**config.mk**
```make
export PLATFORM = sky130hd
export DESIGN_NAME = rstk_wrap_top
export DESIGN_NICKNAME = d
export VERILOG_FILES = /design/src/rtl/rstk_pkg.sv /design/src/rtl/rstk_index.sv /design/src/rtl/rstk_slots.sv /design/src/rtl/rstk_ctrl.sv /design/src/rtl/rstk_wrap_top.sv
export SDC_FILE = /design/constraint.sdc
export NUM_CORES = 1
export LEC_CHECK = 0
export CORE_ASPECT_RATIO = 1.25
export CORE_MARGIN = 3
export CORE_UTILIZATION = 65
export DETAILED_ROUTE_END_ITERATION = 12
export DONT_BUFFER_PORTS = 1
export PLACE_DENSITY = 0.81
export SYNTH_ARGS = -nofsm -noshare
export SYNTH_HDL_FRONTEND = slang
export SYNTH_SLANG_ARGS = --single-unit
```
**constraint.sdc**
```tcl
create_clock -name clk -period 7.93 [get_ports clk]
set_clock_uncertainty 0.2 [all_clocks]
set_input_delay 0.3965 -clock clk [delete_from_list [all_inputs] [get_ports clk]]
set_output_delay 0.3965 -clock clk [all_outputs]
set_load 0.02 [all_outputs]
```
**src/rtl/rstk_pkg.sv**
```systemverilog
package rstk_pkg;
    typedef enum logic [1:0] {
        OP_READ  = 2'b00,
        OP_WRITE = 2'b01,
        OP_PUSH  = 2'b10,
        OP_POP   = 2'b11
    } rstk_op_e;

    typedef enum logic [1:0] {
        ST_IDLE  = 2'b00,
        ST_FIX   = 2'b01,
        ST_RETRY = 2'b10
    } rstk_state_e;
endpackage

```
**src/rtl/rstk_index.sv**
```systemverilog
module rstk_index
    import rstk_pkg::*;
#(
    parameter int RPW    = 32,
    parameter int NSLOT  = 8,
    parameter int STRIDE = 512,
    parameter int SELW   = 3,
    localparam int SLOTW  = $clog2(NSLOT),
    localparam int OFFW   = $clog2(STRIDE),
    localparam int ADDR_W = SLOTW + OFFW
) (
    input  logic signed [RPW-1:0] rp_i,
    input  rstk_op_e              op_i,
    input  logic [SELW-1:0]       sel_i,
    input  logic                  retry_i,
    output logic                  over_o,
    output logic                  under_o,
    output logic [SLOTW-1:0]      slot_o,
    output logic [ADDR_W-1:0]     addr_o
);
    localparam logic signed [RPW-1:0] ONE  = 1;
    localparam logic signed [RPW-1:0] LAST = NSLOT - 1;

    logic signed [RPW-1:0] idx;

    always_comb begin
        unique case (op_i)
            OP_PUSH: idx = retry_i ? rp_i : rp_i + ONE;
            OP_POP:  idx = rp_i;
            default: idx = rp_i - $signed({{(RPW-SELW){1'b0}}, sel_i});
        endcase
    end

    assign over_o  = idx > LAST;
    assign under_o = idx[RPW-1];
    assign slot_o  = idx[SLOTW-1:0];
    assign addr_o  = {slot_o, {OFFW{1'b0}}};
endmodule

```
**src/rtl/rstk_slots.sv**
```systemverilog
module rstk_slots #(
    parameter int NSLOT = 8,
    parameter int DW    = 16,
    localparam int SLOTW = $clog2(NSLOT)
) (
    input  logic             clk,
    input  logic             rst_n,
    input  logic             we,
    input  logic [SLOTW-1:0] wslot,
    input  logic [DW-1:0]    wdata,
    input  logic [SLOTW-1:0] rslot,
    output logic [DW-1:0]    rdata
);
    logic [DW-1:0] slot_q [NSLOT];

    for (genvar g = 0; g < NSLOT; g++) begin : g_slot
        always_ff @(posedge clk or negedge rst_n) begin
            if (!rst_n)
                slot_q[g] <= '0;
            else if (we && wslot == SLOTW'(g))
                slot_q[g] <= wdata;
        end
    end

    assign rdata = slot_q[rslot];
endmodule

```
**src/rtl/rstk_ctrl.sv**
```systemverilog
module rstk_ctrl
    import rstk_pkg::*;
#(
    parameter int RPW    = 32,
    parameter int NSLOT  = 8,
    parameter int STRIDE = 512,
    parameter int SELW   = 3,
    parameter int DW     = 16,
    localparam int SLOTW  = $clog2(NSLOT),
    localparam int ADDR_W = SLOTW + $clog2(STRIDE)
) (
    input  logic                  clk,
    input  logic                  rst_n,
    input  logic                  req_valid,
    input  rstk_op_e              req_op,
    input  logic [SELW-1:0]       req_sel,
    input  logic [DW-1:0]         req_wdata,
    input  logic                  mode_valid,
    input  logic                  rp_load,
    input  logic signed [RPW-1:0] rp_load_val,
    input  logic                  over_i,
    input  logic                  under_i,
    input  logic [SLOTW-1:0]      slot_i,
    input  logic [ADDR_W-1:0]     addr_i,
    input  logic [DW-1:0]         sdata_i,
    output logic signed [RPW-1:0] rp_o,
    output rstk_op_e              op_cur_o,
    output logic [SELW-1:0]       sel_cur_o,
    output logic                  retry_o,
    output logic                  we_o,
    output logic [SLOTW-1:0]      wslot_o,
    output logic [DW-1:0]         wdata_o,
    output logic                  busy,
    output logic                  fault,
    output logic                  fault_dir,
    output logic                  fixup,
    output logic                  invalid,
    output logic                  done,
    output logic [ADDR_W-1:0]     done_addr,
    output logic [DW-1:0]         rdata,
    output logic                  rdata_valid
);
    localparam logic signed [RPW-1:0] ONE  = 1;
    localparam logic signed [RPW-1:0] WRAP = NSLOT;

    rstk_state_e state_q, state_d;
    logic signed [RPW-1:0] rp_q;
    rstk_op_e        pend_op_q;
    logic [SELW-1:0] pend_sel_q;
    logic [DW-1:0]   pend_wd_q;
    logic            dir_q, inv_q, done_q, rv_q;
    logic [ADDR_W-1:0] daddr_q;
    logic [DW-1:0]   rdata_q;

    logic take, in_range, exec, is_rd, is_wr;

    assign take      = (state_q == ST_IDLE) && req_valid;
    assign in_range  = !(over_i || under_i);
    assign retry_o   = (state_q == ST_RETRY);
    assign op_cur_o  = retry_o ? pend_op_q : req_op;
    assign sel_cur_o = retry_o ? pend_sel_q : req_sel;
    assign wdata_o   = retry_o ? pend_wd_q : req_wdata;
    assign exec      = in_range && ((take && mode_valid) || retry_o);
    assign is_wr     = (op_cur_o == OP_WRITE) || (op_cur_o == OP_PUSH);
    assign is_rd     = (op_cur_o == OP_READ) || (op_cur_o == OP_POP);
    assign we_o      = exec && is_wr;
    assign wslot_o   = slot_i;
    assign rp_o      = rp_q;

    // next state
    always_comb begin
        state_d = state_q;
        unique case (state_q)
            ST_IDLE:  if (take && mode_valid && !in_range) state_d = ST_FIX;
            ST_FIX:   state_d = ST_RETRY;
            ST_RETRY: state_d = in_range ? ST_IDLE : ST_FIX;
            default:  state_d = ST_IDLE;
        endcase
    end

    // state register
    always_ff @(posedge clk or negedge rst_n) begin
        if (!rst_n) state_q <= ST_IDLE;
        else        state_q <= state_d;
    end

    // datapath registers
    always_ff @(posedge clk or negedge rst_n) begin
        if (!rst_n) begin
            rp_q       <= -ONE;
            pend_op_q  <= OP_READ;
            pend_sel_q <= '0;
            pend_wd_q  <= '0;
            dir_q      <= 1'b0;
            inv_q      <= 1'b0;
            done_q     <= 1'b0;
            rv_q       <= 1'b0;
            daddr_q    <= '0;
            rdata_q    <= '0;
        end else begin
            inv_q  <= take && !mode_valid;
            done_q <= exec;
            rv_q   <= exec && is_rd;
            if (exec) daddr_q <= addr_i;
            if (exec && is_rd) rdata_q <= sdata_i;
            if (state_d == ST_FIX && state_q != ST_FIX) dir_q <= over_i;
            if (take) begin
                pend_op_q  <= req_op;
                pend_sel_q <= req_sel;
                pend_wd_q  <= req_wdata;
            end
            unique case (state_q)
                ST_IDLE: begin
                    if (take && mode_valid) begin
                        if (req_op == OP_PUSH)
                            rp_q <= rp_q + ONE;
                        else if (req_op == OP_POP && in_range)
                            rp_q <= rp_q - ONE;
                    end else if (!req_valid && rp_load) begin
                        rp_q <= rp_load_val;
                    end
                end
                ST_FIX:   rp_q <= dir_q ? rp_q - WRAP : rp_q + WRAP;
                ST_RETRY: if (in_range && pend_op_q == OP_POP) rp_q <= rp_q - ONE;
                default:  ;
            endcase
        end
    end

    // outputs
    always_comb begin
        busy        = (state_q != ST_IDLE);
        fault       = (state_q == ST_FIX);
        fixup       = (state_q == ST_RETRY);
        fault_dir   = dir_q;
        invalid     = inv_q;
        done        = done_q;
        done_addr   = daddr_q;
        rdata       = rdata_q;
        rdata_valid = rv_q;
    end

    // fault lasts exactly one cycle
    a_r5_fault_pulse: assert property (@(posedge clk) disable iff (!rst_n)
        fault |=> !fault);
    // fault is always followed by fixup
    a_r5_fixup_follows: assert property (@(posedge clk) disable iff (!rst_n)
        fault |=> fixup);
    // overflow fix lowers RP by eight
    a_r3_fix_down: assert property (@(posedge clk) disable iff (!rst_n)
        (fault && fault_dir) |=> (rp_q == $past(rp_q) - WRAP));
    // underflow fix raises RP by eight
    a_r4_fix_up: assert property (@(posedge clk) disable iff (!rst_n)
        (fault && !fault_dir) |=> (rp_q == $past(rp_q) + WRAP));
    // dropped request leaves RP alone
    a_r7_invalid_keeps_rp: assert property (@(posedge clk) disable iff (!rst_n)
        invalid |-> (rp_q == $past(rp_q)));
    // pointer load never faults
    a_r6_load_no_fault: assert property (@(posedge clk) disable iff (!rst_n)
        (!busy && !req_valid && rp_load) |=> !fault);
    // a completion is never reported while busy
    a_r1_done_idle: assert property (@(posedge clk) disable iff (!rst_n)
        done |-> !busy);
endmodule

```
**src/rtl/rstk_wrap_top.sv**
```systemverilog
module rstk_wrap_top
    import rstk_pkg::*;
#(
    parameter int RPW    = 32,
    parameter int NSLOT  = 8,
    parameter int STRIDE = 512,
    parameter int SELW   = 3,
    parameter int DW     = 16,
    localparam int SLOTW  = $clog2(NSLOT),
    localparam int ADDR_W = SLOTW + $clog2(STRIDE)
) (
    input  logic              clk,
    input  logic              rst_n,
    input  logic              req_valid,
    input  logic [1:0]        req_op,
    input  logic [SELW-1:0]   req_sel,
    input  logic [DW-1:0]     req_wdata,
    input  logic              mode_valid,
    input  logic              rp_load,
    input  logic [RPW-1:0]    rp_load_val,
    output logic              busy,
    output logic              fault,
    output logic              fault_dir,
    output logic              fixup,
    output logic              invalid,
    output logic              done,
    output logic [ADDR_W-1:0] done_addr,
    output logic [DW-1:0]     rdata,
    output logic              rdata_valid,
    output logic [RPW-1:0]    rp_out
);
    logic signed [RPW-1:0] rp_w;
    rstk_op_e        op_cur;
    logic [SELW-1:0] sel_cur;
    logic            retry, over, under, we;
    logic [SLOTW-1:0] slot, wslot;
    logic [ADDR_W-1:0] addr;
    logic [DW-1:0]   wdata, sdata;

    rstk_index #(.RPW(RPW), .NSLOT(NSLOT), .STRIDE(STRIDE), .SELW(SELW)) u_index (
        .rp_i(rp_w), .op_i(op_cur), .sel_i(sel_cur), .retry_i(retry),
        .over_o(over), .under_o(under), .slot_o(slot), .addr_o(addr)
    );

    rstk_slots #(.NSLOT(NSLOT), .DW(DW)) u_slots (
        .clk(clk), .rst_n(rst_n), .we(we), .wslot(wslot), .wdata(wdata),
        .rslot(slot), .rdata(sdata)
    );

    rstk_ctrl #(.RPW(RPW), .NSLOT(NSLOT), .STRIDE(STRIDE), .SELW(SELW), .DW(DW)) u_ctrl (
        .clk(clk), .rst_n(rst_n), .req_valid(req_valid), .req_op(rstk_op_e'(req_op)),
        .req_sel(req_sel), .req_wdata(req_wdata), .mode_valid(mode_valid),
        .rp_load(rp_load), .rp_load_val($signed(rp_load_val)),
        .over_i(over), .under_i(under), .slot_i(slot), .addr_i(addr), .sdata_i(sdata),
        .rp_o(rp_w), .op_cur_o(op_cur), .sel_cur_o(sel_cur), .retry_o(retry),
        .we_o(we), .wslot_o(wslot), .wdata_o(wdata),
        .busy(busy), .fault(fault), .fault_dir(fault_dir), .fixup(fixup),
        .invalid(invalid), .done(done), .done_addr(done_addr), .rdata(rdata),
        .rdata_valid(rdata_valid)
    );

    assign rp_out = rp_w;
endmodule

```
==> results of run 1 <==
-- critical path, cell delays in order, from the launching register on --
cell	delay [ps]
dfrtp_1	430
inv_1	120
ha_2	750
mux2_2	410
ha_1	200
fa_1	390
nor2b_1	550
or3_1	250
nor4_1	80
a2111oi_0	380
a31oi_1	170
or4b_4	580
nor4b_4	410
o21ai_2	380
nor4b_4	530
buf_4	370
mux2_2	370
-- routing by layer --
layer	global-route usage [%]	vias up
met5	0	-
met4	20.6	0
met3	5.09	181
met2	62.1	689
met1	45.3	6510
li1	-	5926
-- cells in the mapped netlist (all sizes together), types with 11 or more instances --
cell type,count
nand2,222
mux2,178
dfrtp,174
a21oi,84
clkbuf,80
nor2,76
o21ai,74
nand3,73
buf,53
xnor2,47
nor3,42
ha,40
inv,34
dfstp,32
xor2,31
a31oi,29
nor4,28
and3,27
nand4,24
a22oi,21
a311oi,17
a22o,16
a21o,14
o31ai,14
or3,13
or4,12
nor2b,11
o22ai,11
or2,11
-- state kept, by name, summed over array words and instances (netlist names) --
name / count
u_ctrl.done_addr: 3
u_ctrl.state_q: 2
u_ctrl.pend_sel_q: 3
u_ctrl.done: 1
u_ctrl.fault_dir: 1
u_ctrl.rp_o: 32
u_ctrl.rdata_valid: 1
u_ctrl.pend_op_q: 2
u_slots.slot_q: 128
u_ctrl.invalid: 1
u_ctrl.pend_wd_q: 16
u_ctrl.rdata: 16
-- through the flow --
| step | cell area, µm² | std cells | setup WS (ps) | util (%) | power (mW) |
|---|---|---|---|---|---|
| after floorplan | 14900 | 1646 | 1340 | - | 4.55 |
| after global placement | 15000 | 1830 | 1470 | 67.0 | 5.55 |
| after detailed placement | 15000 | 1830 | 1330 | 67.0 | 5.60 |
| after CTS | 16000 | 1894 | 1290 | 71.5 | 6.72 |
| after global routing | 16000 | 1894 | 900 | 71.5 | 7.21 |
| final | 16000 | 1894 | 1210 | 71.5 | 6.82 |
-- where the power goes --
part	switching (mW)	total [mW]	leakage [nW]	internal, mW
registers	0.559	1.83	2.71	1.27
clock network	0.420	1.06	0.348	0.640
logic	2.49	3.92	3.62	1.43
total	3.47	6.82	6.68	3.34
-- repair_timing --
| item | CTS | global route |
|---|---|---|
| buffers inserted | 0 | 0 |
| hold buffers | 25 | 0 |
| hold endpoints to repair | 229 | 0 |
-- worst min path at each step --
stage | end | cells past startpoint | slack (ps)
finish | u_ctrl.rp_o[7] | 3 | 30
detailed placement | u_ctrl.pend_sel_q[2] | 0 | -90
floorplan | u_ctrl.done | 0 | -100
global placement | u_ctrl.invalid | 0 | -90
CTS | u_ctrl.rp_o[7] | 3 | 10
global route | u_ctrl.rp_o[7] | 3 | 40
-- logic make-up (layout without fill, tap and decap cells) --
| logic type | count (synthesis) | in the layout | synth area share (%) |
|---|---|---|---|
| AND/OR/NAND/NOR | 586 | 586 | 20.7 |
| AO/OA/AOI/OAI | 372 | 372 | 16.8 |
| flip-flops | 206 | 206 | 34.9 |
| multiplexers | 185 | 185 | 14.4 |
| buffers and inverters | 168 | 133 | 4.98 |
| XOR/XNOR | 78 | 78 | 4.59 |
| adder cells (fa/ha/maj) | 42 | 42 | 3.63 |
| other | 1 | 9 | 0.0252 |
-- final cells by class --
| cell class | count | area (µm²) |
|---|---|---|
| inverters | 35 | 131 |
| clock buffers | 33 | 623 |
| clock inverters | 6 | 110 |
| flip-flops and latches | 206 | 5190 |
| multi-input cells | 1272 | 9050 |
| fillers | 1663 | 6370 |
| repair buffers | 59 | 523 |
| well taps | 283 | 354 |
==> impl_results.md, run 1 <==
* Run status: finished, final reports clean
* Required @ worst endpoint at 8120 ps
* Final-report max-slew violation count at 0
* Most common flop cell mapped by yosys: dfrtp_1
* Max clock buf depth at 3
* Count of flip-flops with a built-in enable after synthesis at 0
* VDD IR-drop max at 345 µV
* Flops & latches, synth at 206
* Hold Startpoint: rp_load_val[7]
* Length of routed met3 wiring at 3270 µm
* Post-DP HPWL at 31700 µm
* Worst setup startpoint: u_ctrl.state_q[0]
* Arrival time of data at the critical path endpoint at 6910 ps
* Power Dens Cells at 426 mW/mm²
* Overall die height at 175 µm
* Library cells used by synthesis at 89
* DR pass1 iterations at 8
* Number of antenna violations at the first check in global routing at 0
* Highest routed metal layer: met4
* Dominant cells by area after synthesis: dfrtp_1 (29%), mux2_2 (8.9%), dfstp_2 (5.6%)
* Transition time at the pin with the least slew margin at 1290 ps
* Final period demand of the worst path at 6720 ps
* Pin count of the biggest net entering global routing at 207
* Post-synthesis cell area at 0.0149 mm²
* Average wire per standard cell at 24.6 µm
* Path depth of the worst reg2reg path at 16
* Antenna diode instance count at 0
* Global-route wire length before repair at 73200 µm
* Mean area per synthesized cell at 9.09 µm²
* Worst slew margin relative to its limit at 14.0%
* Wirelength, routed at 46600 µm
* Layout cells sized above 1 at 17.0%
* Total grt overflow at 0
* Final-layout setup total negative slack at 0 ps
* Share of the clock period used by the worst path after layout at 84.8%
* Total count of hold-check failures in the final report at 0
* Via count at 13300
* # IOs at 125
* Count of cells resized by post-cts repair at 0
* Number of clock sinks at 206
* Final setup violating endpoints at 0
* Number of max-capacitance violations reported at 0
* Portion of synthesized cell area occupied by the leading cell type at 29.3%
* Met1 WL at 17400 µm
* Vias in the first global route at 13300
* Number of buffers inserted by port buffering at 0
* Unrepaired setup endpoints after global routing: no
* Nets at 1696
* Kind of end point of the critical path: flop
* Hold WC Path Type: input port to flop
* Sequential-to-total area share from yosys stat at 34.9%
* Total length of routed met2 wires at 23100 µm
* Starting Density at 66.6%
* Global router's overall resource usage at 36.8%
* Clock slew seen by the registers of the worst setup and hold paths at 70 ps
* Worst r2r src: u_ctrl.state_q[0]
* Setup Crit Path Kind: flop to flop
* H-Tree Level Count at 1
* Endpoint of the worst-slack reg-to-reg timing path: u_slots.slot_q[13]
* Asr flop ratio synth at 100%
* Vias per cell at 7.03
* Number of placement rows at 61
* Commonest non-fill, non-tap cell in the layout: nand2_1
* Area added between synthesis and finish at 7.41%
* Master cell of the clock root buffer: clkbuf_16
* Die outline width at 141 µm
* Maximum fanout encountered on the critical timing path at 31
* CP Launch Type: flop
* Synth Warn # at 0
* Area of the die at 0.0248 mm²
* Cells after Synth at 1638
* Static Leakage at 6.68 nW
* Antenna Violating Nets Remaining at 0
* Insertion delay of the later-clocked pin in the worst-skew pair at 510 ps
* Setup slack of the worst register-to-register path at 1210 ps
* Worst Setup EP: u_slots.slot_q[13]
* Core Area at 0.0224 mm²
* TritonCTS clock tree: done
* # DRC at 0
* Clock buffers created by TritonCTS at 22
* Highest clock rate at 149 MHz
* Number of DRC violations after detailed-routing iteration 0 at 1599
* GP Congestion at 1.02
* Largest area contributor in the netlist: dfrtp_1
* Worst Hold Margin at 34.6 ps
* Leading cell types in the layout, fill and taps excluded: nand2_1 (222), dfrtp_1 (174), mux2_2 (117)
Power figures use the tool's default switching activity.
==> run 2: changes to the inputs <==
- clock period: 7.93 -> 6.7 ns (I/O delays scaled with it)
==> run 2 against run 1 <==
Compared with the run above:
- combinational power increased by 20%
- sequential cell count did not move
- clock power up 15%
- sequential power up 19%
- worst hold slack worse by 12 ps
- critical path depth unchanged
- non-clock buffer count grew 28
- clock-buffer cell count fell by 3
- cell area is 1.6% higher
- routed wire length grew 0.12%
==> impl_results.md, run 2 (synthesis results as in run 1) <==
* Kind of end point of the critical path: flop
* Highest clock rate at 160 MHz (+7.6%)
* TritonCTS clock tree: done
* Worst Hold Margin at 22.9 ps (-11.7 ps)
* Antenna diode instance count at 0 (unchanged)
* Overall die height at 175 µm (unchanged)
* Pin count of the biggest net entering global routing at 207 (unchanged)
* Worst r2r src: u_ctrl.state_q[0]
* Insertion delay of the later-clocked pin in the worst-skew pair at 510 ps (about the same)
* Total setup buffers inserted after CTS at 0 (unchanged)
* Leading cell types in the layout, fill and taps excluded: nand2_1 (222), dfrtp_1 (174), mux2_2 (117)
* Max clock buf depth at 3 (unchanged)
* Worst slew margin relative to its limit at 16.6% (+2.6 points)
* Transition time at the pin with the least slew margin at 1250 ps (-42.3 ps)
* Total grt overflow at 0 (unchanged)
* Number of flip-flops in the largest register at 128 (unchanged)
* Global routing met1 resource utilization at 45.9% (+0.56 points)
* Area added between synthesis and finish at 9.11%
* H-Tree Level Count at 1 (unchanged)
* Starting Density at 66.6% (unchanged)
* Vias per cell at 6.97 (-0.73%)
* Power Dens Cells at 499 mW/mm² (+17%)
* Clock buffers created by TritonCTS at 23 (+4.5%)
* Clock slew seen by the registers of the worst setup and hold paths at 60 ps (about the same)
* Run status: finished, final reports clean
* Via count at 13400 (+0.68%)
* Static Leakage at 6.81 nW (+1.9%)
* Total count of hold-check failures in the final report at 0 (unchanged)
* Hold WC Path Type: input port to flop
* Layout cells sized above 1 at 17.7% (+0.70 points)
* Arrival time of data at the critical path endpoint at 6440 ps (-470 ps)
* Worst Setup EP: u_slots.slot_q[50]
* Final-layout setup total negative slack at 0 ps (unchanged)
* DR pass1 iterations at 5 (-3)
* Antenna Violating Nets Remaining at 0 (unchanged)
* Register bank with the most flops: u_slots.slot_q
* Die outline width at 141 µm (unchanged)
* Path depth of the worst reg2reg path at 16 (unchanged)
* Vias in the first global route at 13500 (+2.0%)
* Global-route wire length before repair at 73900 µm (+0.96%)
* Post-DP HPWL at 32100 µm (+1.5%)
* Number of buffers inserted by port buffering at 0 (unchanged)
* Count of cells resized by post-cts repair at 0 (unchanged)
* VDD IR-drop max at 454 µV (+32%)
* Area of the die at 0.0248 mm² (unchanged)
* # hold bufs at CTS at 38 (+52%)
* Setup Crit Path Kind: flop to flop
* Worst setup startpoint: u_ctrl.state_q[0]
* Met3 track utilization from global routing at 5.15% (+0.055 points)
* Maximum fanout encountered on the critical timing path at 16 (-48%)
* Share of the clock period used by the worst path after layout at 93.3% (+8.5 points)
* Final cell area excluding filler cells at 0.0162 mm² (+1.6%)
* Unrepaired setup endpoints after global routing: no
* Final setup violating endpoints at 0 (unchanged)
* Setup slack of the worst register-to-register path at 450 ps (-760 ps)
* Final-report max-slew violation count at 0 (unchanged)
* Nets at 1725 (+1.7%)
* # DRC at 0 (unchanged)
* Master cell of the clock root buffer: clkbuf_16
* Number of clock sinks at 206 (unchanged)
* Required @ worst endpoint at 6890 ps (-1230 ps)
* # IOs at 125 (unchanged)
* Fill cells at 1653 (-0.60%)
* Met2 Usage GRT at 62.3% (+0.20 points)
* Number of DRC violations after detailed-routing iteration 0 at 1460 (-8.7%)
* Commonest non-fill, non-tap cell in the layout: nand2_1
* Cell Area, Placed at 0.0151 mm² (+0.92%)
* GR peak layer: met2
* Number of max-capacitance violations reported at 0 (unchanged)
* Average wire per standard cell at 24.3 µm (-1.3%)
* Final period demand of the worst path at 6250 ps (-475 ps)
* Core Area at 0.0224 mm² (unchanged)
* CP Launch Type: flop
* Wirelength, routed at 46600 µm (+0.12%)
* Number of antenna violations at the first check in global routing at 0 (unchanged)
* GP Congestion at 0.977 (-4.6%)
* Endpoint of the worst-slack reg-to-reg timing path: u_slots.slot_q[50]
* Global router's overall resource usage at 37.0% (+0.20 points)
* Number of placement rows at 61 (unchanged)
run 2: cell types whose count changed in the layout (fill, tap and decap cells not counted):
| cell | delta |
|---|---|
| dlygate4sd3_1 | +13 |
| buf_4 | +13 |
| inv_6 | +1 |
| buf_12 | +2 |
| bufinv_16 | -1 |
| clkbuf_8 | +1 |
| clkbuf_1 | -4 |
| clkinv_1 | +2 |
run 2: final cells by class:
class | instances | area, µm² | share of cell area [%]
inverters | 35 | 131 | 0.809
flip-flops and latches | 206 | 5190 | 32.0
clock buffers | 30 | 622 | 3.83
well taps | 283 | 354 | 2.18
repair buffers | 87 | 791 | 4.87
multi-input cells | 1272 | 9050 | 55.7
clock inverters | 8 | 96.3 | 0.593
run 2: routing by layer:
metal	share of wire [%]	wire (µm)
met1	38	17800
met2	49	22900
met3	6.7	3140
met4	6.0	2780
met5	0	0
run 2: how the worst min path moves through the flow:
stage | start | end | slack, ps | depth (start not counted)
after floorplan | rst_n | u_ctrl.done | -160 | 0
after global placement | rst_n | u_ctrl.fault_dir | -150 | 0
after detailed placement | rst_n | u_ctrl.fault_dir | -150 | 0
after CTS | rp_load_val[26] | u_ctrl.rp_o[26] | 4 | 4
after global routing | rp_load_val[15] | u_ctrl.rp_o[15] | 40 | 4
final | rp_load_val[17] | u_ctrl.rp_o[17] | 20 | 3
run 2: metrics by stage:
stage / power [mW] / util [%] / std cells / setup slack (ps)
after floorplan: 5.38 / - / 1646 / 105
after global placement: 6.62 / 67.6 / 1845 / 750
after detailed placement: 6.69 / 67.6 / 1845 / 559
after CTS: 7.99 / 72.6 / 1921 / 513
after global routing: 8.61 / 72.6 / 1921 / 95.2
final: 8.11 / 72.6 / 1921 / 452
run 2: power breakdown:
group / internal [mW] / switching [mW]
combinational: 1.74 / 2.95
sequential: 1.51 / 0.679
clock: 0.726 / 0.499
run 2: critical path: stages, from the launching register on:
cell	delay, ps
dfrtp_1	420
inv_1	120
ha_2	510
mux2i_1	290
ha_1	300
nor2b_1	240
nor3_1	820
a31oi_1	150
a2111oi_0	420
a31oi_1	160
or4b_4	580
nor4b_4	380
o21ai_2	260
buf_4	280
nor4b_4	240
buf_4	350
mux2_2	390
==> run 3: changes to the inputs <==
- CORE_UTILIZATION: 65 -> 50
- PLACE_DENSITY: 0.81 -> not set
==> run 3 against run 2 <==
Compared with the run above:
- highest routed layer unchanged
- critical path type unchanged
- total power grew 0.77%
- sequential cell count is the same
- cell area grew 1.5%
- combinational power grew 3%
==> impl_results.md, run 3 (synthesis results as in run 1) <==
* Unrepaired setup endpoints after global routing: no
* Final-report max-slew violation count at 0 (unchanged)
* Maximum fanout encountered on the critical timing path at 13 (-3)
* Clock slew seen by the registers of the worst setup and hold paths at 60 ps (about the same)
* Total length of routed met2 wires at 23500 µm (+2.5%)
* Global router's overall resource usage at 29.4% (-7.7 points)
* # hold bufs at CTS at 45 (+18%)
* Total grt overflow at 0 (unchanged)
* Pin count of the biggest net entering global routing at 207 (unchanged)
* Power Dens Cells at 495 mW/mm² (-0.74%)
* Number of buffers inserted by port buffering at 0 (unchanged)
* Final-layout setup total negative slack at 0 ps (unchanged)
* Number of DRC violations after detailed-routing iteration 0 at 1129 (-23%)
* Number of antenna violations at the first check in global routing at 0 (unchanged)
* Worst setup startpoint: u_ctrl.state_q[0]
* Number of clock sinks at 206 (unchanged)
* Clock buffers created by TritonCTS at 23 (unchanged)
* Final period demand of the worst path at 6000 ps (-248 ps)
* Worst slew margin relative to its limit at 25.4% (+8.9 points)
* Count of cells resized by post-cts repair at 0 (unchanged)
* Cell Area, Placed at 0.0153 mm² (+0.98%)
* Run status: finished, final reports clean
* Master cell of the clock root buffer: clkbuf_16
* Nets at 1733 (+0.46%)
* Commonest non-fill, non-tap cell in the layout: nand2_1
* Dpl cells at 1959 (+6.2%)
* Final setup violating endpoints at 0 (unchanged)
* Register bank with the most flops: u_slots.slot_q
* Leading cell types in the layout, fill and taps excluded: nand2_1 (222), dfrtp_1 (174), mux2_2 (117)
* Vias in the first global route at 13000 (-4.0%)
* Average wire per standard cell at 23.3 µm (-4.2%)
* Share of the clock period used by the worst path after layout at 89.6% (-3.7 points)
* Worst r2r src: u_ctrl.state_q[0]
* Via count at 13000 (-3.0%)
* Layout cells sized above 1 at 18.2% (+0.49 points)
* Fill cells at 2688 (+63%)
* Global-route wire length before repair at 75000 µm (+1.5%)
* TritonCTS clock tree: done
* GP Congestion at 0.987 (+1.0%)
* VDD IR-drop max at 308 µV (-32%)
* Number of max-capacitance violations reported at 0 (unchanged)
* Vias per cell at 6.36 (-8.9%)
* Die outline width at 160 µm (+13%)
* Setup Crit Path Kind: flop to flop
* Antenna Violating Nets Remaining at 0 (unchanged)
* Max clock buf depth at 3 (unchanged)
* H-Tree Level Count at 1 (unchanged)
* Core Area at 0.0293 mm² (+31%)
* Highest routed metal layer: met4
* # DRC at 0 (unchanged)
* Number of flip-flops in the largest register at 128 (unchanged)
* Antenna diode instance count at 0 (unchanged)
* CP Launch Type: flop
* Transition time at the pin with the least slew margin at 1120 ps (-130 ps)
* Arrival time of data at the critical path endpoint at 6200 ps (-240 ps)
* Total setup buffers inserted after CTS at 0 (unchanged)
* Fin cells at 2045 (+6.5%)
* Number of placement rows at 70 (+15%)
* # IOs at 125 (unchanged)
* Total count of hold-check failures in the final report at 0 (unchanged)
* DR pass1 iterations at 5 (unchanged)
* Insertion delay of the later-clocked pin in the worst-skew pair at 540 ps (+30 ps)
* Highest clock rate at 167 MHz (+4.1%)
* Area of the die at 0.0319 mm² (+29%)
* Kind of end point of the critical path: flop
* Starting Density at 50.7% (-16 points)
* Length of routed met3 wiring at 2510 µm (-20%)
* Final cell area excluding filler cells at 0.0165 mm² (+1.5%)
* Area added between synthesis and finish at 10.8%
* Wirelength, routed at 47600 µm (+2.0%)
* Hold Startpoint: rp_load_val[4]
* Met1 WL at 19700 µm (+10%)
* Overall die height at 199 µm (+14%)
* Required @ worst endpoint at 6900 ps (about the same)
* Static Leakage at 6.87 nW (+0.83%)
* Post-DP HPWL at 33400 µm (+4.0%)
* Hold WC Path Type: input port to flop
## run 3: cell type report
type	count	area [µm²]	area share, %
Inverter	35	131	0.797
Clock inverter	13	113	0.683
Tap cell	396	495	3.00
Clock buffer	28	634	3.85
Timing Repair Buffer	95	868	5.27
Sequential cell	206	5190	31.5
Multi-Input combinational cell	1272	9050	54.9
## run 3: worst paths after layout
path | slack, ps | endpoint | cells after the start
min reg2reg | 290 | u_slots.slot_q[70] | 1
min | 30 | u_ctrl.rp_o[4] | 3
max in group asynchronous | 5100 | u_ctrl.fault_dir | 2
min in group asynchronous | 330 | u_ctrl.pend_wd_q[9] | 2
max reg2reg | 700 | u_slots.slot_q[52] | 16
max | 700 | u_slots.slot_q[52] | 16
## run 3: report_power, final
| group | switching (mW) | internal, mW | leakage (nW) |
|---|---|---|---|
| registers | 0.595 | 1.50 | 2.71 |
| clock network | 0.537 | 0.718 | 0.366 |
| logic | 3.05 | 1.77 | 3.79 |
| total | 4.18 | 3.99 | 6.87 |
## run 3: metal layers
layer  global-route usage, %  up-vias
met5                       0        -
met4                    11.6        0
met3                    3.60      113
met2                    51.7      470
met1                    36.9     6408
li1                        -     6006
## run 3: stage by stage
step / hold WS (ps) / util, % / worst slack, ps / power (mW)
5_1_grt: 31.2 / 56.2 / 295 / 8.73
3_3_place_gp: -147 / 52.1 / 848 / 6.78
2_1_floorplan: -161 / - / 105 / 5.38
3_5_place_dp: -150 / 52.1 / 749 / 6.81
4_1_cts: 0.820 / 56.2 / 701 / 8.16
6_report: 29.3 / 56.2 / 700 / 8.17
## run 3: worst max-delay path: stages, from the launching register on
cell and delay [ps]:
dfrtp_1 420, inv_1 120, ha_2 260, mux2_2 360
ha_1 200, fa_1 390, nor2b_1 580, nor4_2 260
nand4b_1 190, xor2_1 240, a31oi_1 140, or4b_4 580
nor4b_4 400, o21ai_2 370, nor4b_4 480, buf_4 320
mux2_2 360
